## src/rtl/icpu_pkg.sv

```systemverilog
package icpu_pkg;
  typedef enum logic [1:0] {
    ST_IDLE    = 2'b00,
    ST_PEND    = 2'b01,
    ST_ACT     = 2'b10,
    ST_ACTPEND = 2'b11
  } int_st_e;
endpackage

```

## src/rtl/icpu_state_cell.sv

```systemverilog
module icpu_state_cell
  import icpu_pkg::*;
(
  input  logic    clk,
  input  logic    rst_n,
  input  logic    set_hit,
  input  logic    ack_hit,
  input  logic    eoi_hit,
  output int_st_e state
);
  int_st_e state_q, state_d, after_close;

  // acknowledge / end-of-interrupt first, then the new request
  always_comb begin
    after_close = state_q;
    if (ack_hit && state_q == ST_PEND) after_close = ST_ACT;
    if (eoi_hit) begin
      if (state_q == ST_ACT)     after_close = ST_IDLE;
      if (state_q == ST_ACTPEND) after_close = ST_PEND;
    end
    state_d = after_close;
    if (set_hit) begin
      if (after_close == ST_IDLE) state_d = ST_PEND;
      if (after_close == ST_ACT)  state_d = ST_ACTPEND;
    end
  end

  always_ff @(posedge clk or negedge rst_n) begin
    if (!rst_n) state_q <= ST_IDLE;
    else        state_q <= state_d;
  end

  assign state = state_q;

  p_set_idle_r2: assert property (@(posedge clk) disable iff (!rst_n)
    (set_hit && state_q == ST_IDLE) |=> state_q == ST_PEND);
  p_ack_take_r3: assert property (@(posedge clk) disable iff (!rst_n)
    (ack_hit && state_q == ST_PEND && !set_hit) |=> state_q == ST_ACT);
  p_eoi_close_r5: assert property (@(posedge clk) disable iff (!rst_n)
    (eoi_hit && state_q == ST_ACT && !set_hit) |=> state_q == ST_IDLE);
  p_ack_set_r9: assert property (@(posedge clk) disable iff (!rst_n)
    (ack_hit && set_hit && state_q == ST_PEND) |=> state_q == ST_ACTPEND);
  p_quiet_hold_r2: assert property (@(posedge clk) disable iff (!rst_n)
    (!set_hit && !ack_hit && !eoi_hit) |=> $stable(state_q));
endmodule

```

## src/rtl/icpu_arbiter.sv

```systemverilog
module icpu_arbiter
  import icpu_pkg::*;
#(
  parameter int NUM_INT = 8,
  parameter int PRIO_W  = 4,
  localparam int IDX_W  = $clog2(NUM_INT)
)(
  input  int_st_e                   st [NUM_INT],
  input  logic [NUM_INT*PRIO_W-1:0] cfg_prio,
  output logic                      best_vld,
  output logic [IDX_W-1:0]          best_id,
  output logic [PRIO_W-1:0]         best_prio,
  output logic                      run_vld,
  output logic [PRIO_W-1:0]         run_prio
);
  // strict compare while scanning upward keeps the lowest ID on ties
  always_comb begin
    best_vld  = 1'b0;
    best_id   = '0;
    best_prio = '1;
    run_vld   = 1'b0;
    run_prio  = '1;
    for (int i = 0; i < NUM_INT; i++) begin
      if (st[i] == ST_PEND && (!best_vld || cfg_prio[i*PRIO_W +: PRIO_W] < best_prio)) begin
        best_vld  = 1'b1;
        best_id   = IDX_W'(i);
        best_prio = cfg_prio[i*PRIO_W +: PRIO_W];
      end
      if ((st[i] == ST_ACT || st[i] == ST_ACTPEND) &&
          (!run_vld || cfg_prio[i*PRIO_W +: PRIO_W] < run_prio)) begin
        run_vld  = 1'b1;
        run_prio = cfg_prio[i*PRIO_W +: PRIO_W];
      end
    end
  end
endmodule

```

## src/rtl/irq_cpu_iface.sv

```systemverilog
module irq_cpu_iface
  import icpu_pkg::*;
#(
  parameter int NUM_INT = 8,
  parameter int PRIO_W  = 4,
  parameter int ID_W    = 10,
  localparam int IDX_W  = $clog2(NUM_INT),
  localparam logic [ID_W-1:0] SPUR_ID = ID_W'((1 << ID_W) - 1)
)(
  input  logic                      clk,
  input  logic                      rst_n,
  input  logic                      set_vld,
  input  logic [ID_W-1:0]           set_id,
  input  logic [NUM_INT*PRIO_W-1:0] cfg_prio,
  input  logic [NUM_INT-1:0]        cfg_grp,
  input  logic                      grp0_fiq,
  input  logic [PRIO_W-1:0]         prio_mask,
  input  logic                      ack_rd,
  output logic                      ack_vld,
  output logic [ID_W-1:0]           ack_id,
  input  logic                      eoi_vld,
  input  logic [ID_W-1:0]           eoi_id,
  output logic                      irq_o,
  output logic                      fiq_o,
  output logic [2*NUM_INT-1:0]      int_state
);
  logic [1:0] rst_sync;
  logic       rst_q;

  always_ff @(posedge clk or negedge rst_n) begin
    if (!rst_n) rst_sync <= 2'b00;
    else        rst_sync <= {rst_sync[0], 1'b1};
  end
  assign rst_q = rst_sync[1];

  int_st_e            st [NUM_INT];
  logic               best_vld, run_vld, elig, sel_grp, route_fiq;
  logic [IDX_W-1:0]   best_id;
  logic [PRIO_W-1:0]  best_prio, run_prio;

  icpu_arbiter #(.NUM_INT(NUM_INT), .PRIO_W(PRIO_W)) u_arb (
    .st(st), .cfg_prio(cfg_prio),
    .best_vld(best_vld), .best_id(best_id), .best_prio(best_prio),
    .run_vld(run_vld), .run_prio(run_prio)
  );

  assign elig      = best_vld && (best_prio < prio_mask) && (!run_vld || best_prio < run_prio);
  assign sel_grp   = cfg_grp[best_id];
  assign route_fiq = !sel_grp && grp0_fiq;
  assign fiq_o     = elig && route_fiq;
  assign irq_o     = elig && !route_fiq;

  for (genvar g = 0; g < NUM_INT; g++) begin : g_cell
    logic set_hit, ack_hit, eoi_hit;
    assign set_hit = set_vld && (set_id == ID_W'(g));
    assign ack_hit = ack_rd && elig && (best_id == IDX_W'(g));
    assign eoi_hit = eoi_vld && (eoi_id == ID_W'(g));
    icpu_state_cell u_cell (
      .clk(clk), .rst_n(rst_q),
      .set_hit(set_hit), .ack_hit(ack_hit), .eoi_hit(eoi_hit),
      .state(st[g])
    );
    assign int_state[2*g +: 2] = st[g];
  end

  logic            ack_vld_d;
  logic [ID_W-1:0] ack_id_d;

  always_comb begin
    ack_vld_d = ack_rd;
    ack_id_d  = ack_id;
    if (ack_rd) ack_id_d = elig ? ID_W'(best_id) : SPUR_ID;
  end

  always_ff @(posedge clk or negedge rst_q) begin
    if (!rst_q) begin
      ack_vld <= 1'b0;
      ack_id  <= SPUR_ID;
    end else begin
      ack_vld <= ack_vld_d;
      ack_id  <= ack_id_d;
    end
  end

  p_lines_excl_r8: assert property (@(posedge clk) disable iff (!rst_q)
    !(irq_o && fiq_o));
  p_ack_valid_r3: assert property (@(posedge clk) disable iff (!rst_q)
    ack_rd |=> ack_vld);
  p_spurious_r4: assert property (@(posedge clk) disable iff (!rst_q)
    (ack_rd && !irq_o && !fiq_o) |=> ack_id == SPUR_ID);
  p_mask_gate_r7: assert property (@(posedge clk) disable iff (!rst_q)
    (irq_o || fiq_o) |-> best_prio < prio_mask);
  p_grp1_irq_r8: assert property (@(posedge clk) disable iff (!rst_q)
    (best_vld && sel_grp) |-> !fiq_o);
endmodule

```

## config.mk

```make
export PLATFORM = sky130hd
export DESIGN_NAME = irq_cpu_iface
export DESIGN_NICKNAME = d
export VERILOG_FILES = /design/src/rtl/icpu_pkg.sv /design/src/rtl/icpu_state_cell.sv /design/src/rtl/icpu_arbiter.sv /design/src/rtl/irq_cpu_iface.sv
export SDC_FILE = /design/constraint.sdc
export NUM_CORES = 1
export LEC_CHECK = 0
export BUFFER_PORTS_ARGS = -buffer_cell sky130_fd_sc_hd__buf_2
export CAP_MARGIN = 20
export CORE_MARGIN = 2
export CORE_UTILIZATION = 50
export CTS_CLUSTER_DIAMETER = 60
export DETAILED_ROUTE_END_ITERATION = 7
export GPL_TIMING_DRIVEN = 1
export MAX_ROUTING_LAYER = met4
export PLACE_DENSITY = 0.76
export SETUP_SLACK_MARGIN = 0.2
export SLEW_MARGIN = 20
export SYNTH_ARGS = -nofsm -noshare
export SYNTH_HDL_FRONTEND = slang
export SYNTH_SLANG_ARGS = --single-unit
```

## constraint.sdc

```tcl
create_clock -name clk -period 19.1 [get_ports clk]
set_input_delay 0.955 -clock clk [delete_from_list [all_inputs] [get_ports clk]]
set_output_delay 0.955 -clock clk [all_outputs]
set_load 0.03 [all_outputs]
```

==> run metrics <==
sequential area share after synthesis=0.1464; CTS Hold Bufs=0; Synth Net Count=638; Die ar.=about 8700 µm²; final setup TNS=0 ps; complex-gate fraction of the synthesized area=0.3335; Final setup viols=0; area delta synth->final=14.55%; worst slew pin tran=between 800 and 900 ps; mux cell area share after synthesis=0.07479; Pre-antenna DRT Iters=5; initial drt markers=approximately 190; # clock sinks=23; Max Cap Viol=0; CP Capture Type=primary output; Total GRT Usage=0.2627; number of synthesized flops with an enable pin=0; clock skew=7.151 ps; I/O Buffers=98; WL final=~11000 µm; Max Freq=between 60 and 70 MHz; Total Nets Final=around 730; Worst-path clk slew=approximately 80 ps; Synth Area in XOR/XNOR=0; Starting Density=0.5158; critical path's slowest cell=a2111oi_0; Power Density=~89 nW/µm²; total number of vias=~4400; Bufs on Longest Clock Path=2; worst min-delay path class=reg2async; Post-synth ARST share=1.000; number of global-route vias before repair=~4100; Final Hold Fails=0; total clock buffers created by CTS=3; routed vias/inst=6.111; Yosys Warn Count=0; Top cell by count, worst path=ha_1; die height=about 93 µm; Core Box Area=7687 µm²; Synth Area in Simple Gates=0.2629; Critical Path Max Stage Delay=approximately 700 ps; Worst-Skew Late Latency=around 260 ps; Worst slew margin=0.4664; CTS Root Cell=clkbuf_8; Setup crit start kind=input pin; mean post-synth cell area=approximately 7.5 µm²; WP data required=roughly 18000 ps; GP Congestion=0.9901; Synth Cell Area=~4000 µm²; largest family of logic cells by synthesized area=compound AO/OA/AOI/OAI gates; WP data arrival=between 10000 and 15000 ps; RSZ-0062 raised after global routing=no; Synth Flop Type=dfrtp_1; worst-path fanout max=17; VDD IR max=around 75 µV; RR Startpoint=g_cell[0].u_cell.state[1]; Synth Register Bits=23; r2r endpoint=g_cell[3].u_cell.state[1]; post-synth cell types=84; CP top delay family=compound AO/OA/AOI/OAI gates; Final Critical Period=about 16000 ps; CTS tree=yes; initial antenna violation count=0; # Post-CTS Setup Buffers=0; WL/cell=~16 µm; P_leak=approximately 2.3 nW; worst path bufs/invs=6; share of cells above drive strength 1=0.2262; Post-DRT Antenna Nets=0; Post-Synth Adder-Cell Area=0.1246; Worst R2R Setup Slack=~4600 ps; final worst-path cycle share=0.8235; # diodes=0; row cnt=32; crit path kind=in2out; final instance area=around 4500 µm²; H-tree Lvls=1; Register-to-Register Path Depth=between 60 and 70; Ports=99; Placed Instance Area=between 4000 and 5000 µm²; post-DP HPWL=around 9400 µm; Final Max Slew Viols=0; post-route DRC violation count=0; first-pass GRT wire length=approximately 19000 µm; status=completed; CTS resizes=0; global route overflow=0; fillers=between 700 and 800; largest net degree at the start of global routing=22; Synth Instances=531; Die Width=just over 90 µm
## cell usage in the layout, fill, tap and decap left out, types with 5 or more instances in the layout
cell type and instances:
a21o_1 8, a21oi_1 37, a31oi_1 5, buf_2 98, dfrtp_1 19, ha_1 37, inv_1 36, mux2_2 5
mux2i_1 18, nand2_1 66, nand2b_1 17, nand3_1 16, nor2_1 30, nor2b_1 14, nor3_1 6, nor4_1 5
o211ai_1 6, o21a_1 13, o21ai_0 38, o21ai_1 13, o22ai_1 8, o31ai_1 8, or2_2 6
## registers in the layout, indices dropped and copies added, names as in the netlist
register and count:
g_cell.u_cell.state 16, ack_id 4, rst_sync 2, ack_vld 1
## Yosys cell counts (13+ instances only)
cell type	number	share of area
o21a_1	13	0.025
nand2b_1	17	0.027
inv_1	36	0.034
dfrtp_1	19	0.12
o21ai_0	38	0.048
nand3_1	16	0.020
a21oi_1	37	0.047
o21ai_1	13	0.016
ha_1	37	0.12
nor2_1	30	0.028
nor2b_1	14	0.022
nand2_1	66	0.062
mux2i_1	18	0.045
## stage by stage
stage / hold slack [ps] / util / std cells / setup WS [ps] / power, mW
finish: 331.5 / 0.5908 / 721 / 3371 / 0.4033
global route: 382.8 / 0.5908 / 721 / 2034 / 0.4416
CTS: 361.5 / 0.5908 / 721 / 3482 / 0.3998
detailed placement: 337.3 / 0.5850 / 717 / 3548 / 0.3693
global placement: 340.0 / 0.5850 / 717 / 3965 / 0.3625
floorplan: 263.8 / - / 531 / 5143 / 0.3028
## cell type report
| cell class | instances | area (µm²) | area share |
|---|---|---|---|
| multi-input combinational | 457 | 3159 | 0.6956 |
| sequential | 23 | 580.6 | 0.1278 |
| timing repair buffer | 98 | 490.5 | 0.1080 |
| inverter | 37 | 138.9 | 0.03058 |
| tap | 102 | 127.6 | 0.02810 |
| clock buffer | 4 | 45.04 | 0.009917 |
## how the worst max path moves through the flow
stage                           start    end  slack, ps  cells past startpoint
final                     cfg_prio[3]  fiq_o       3370                     64
after global routing      cfg_prio[3]  fiq_o       2030                     65
after CTS                 cfg_prio[3]  fiq_o       3480                     65
after detailed placement  cfg_prio[3]  fiq_o       3550                     65
after global placement    cfg_prio[3]  fiq_o       3960                     65
after floorplan           cfg_prio[3]  fiq_o       5140                     63
## power breakdown
part           internal, mW  leakage [nW]  switching, mW
clock network        0.0149        0.0228         0.0148
registers            0.0572         0.297         0.0130
logic                 0.119          1.96          0.184
## layer usage
| metal | share of wire | track usage |
|---|---|---|
| met1 | 0.45 | 0.3292 |
| met2 | 0.48 | 0.4632 |
| met3 | 0.052 | 0.01773 |
| met4 | 0.015 | 0.06495 |
| met5 | 0 | - |
## logic make-up after synthesis
logic type,count (synthesis)
adders and majority gates,40
buffers and inverters,51
other,1
DFF,23
muxes,28
and+or+nand+nor,200
AOI/OAI and AO/OA,188
(Power assumes the default switching activity.)
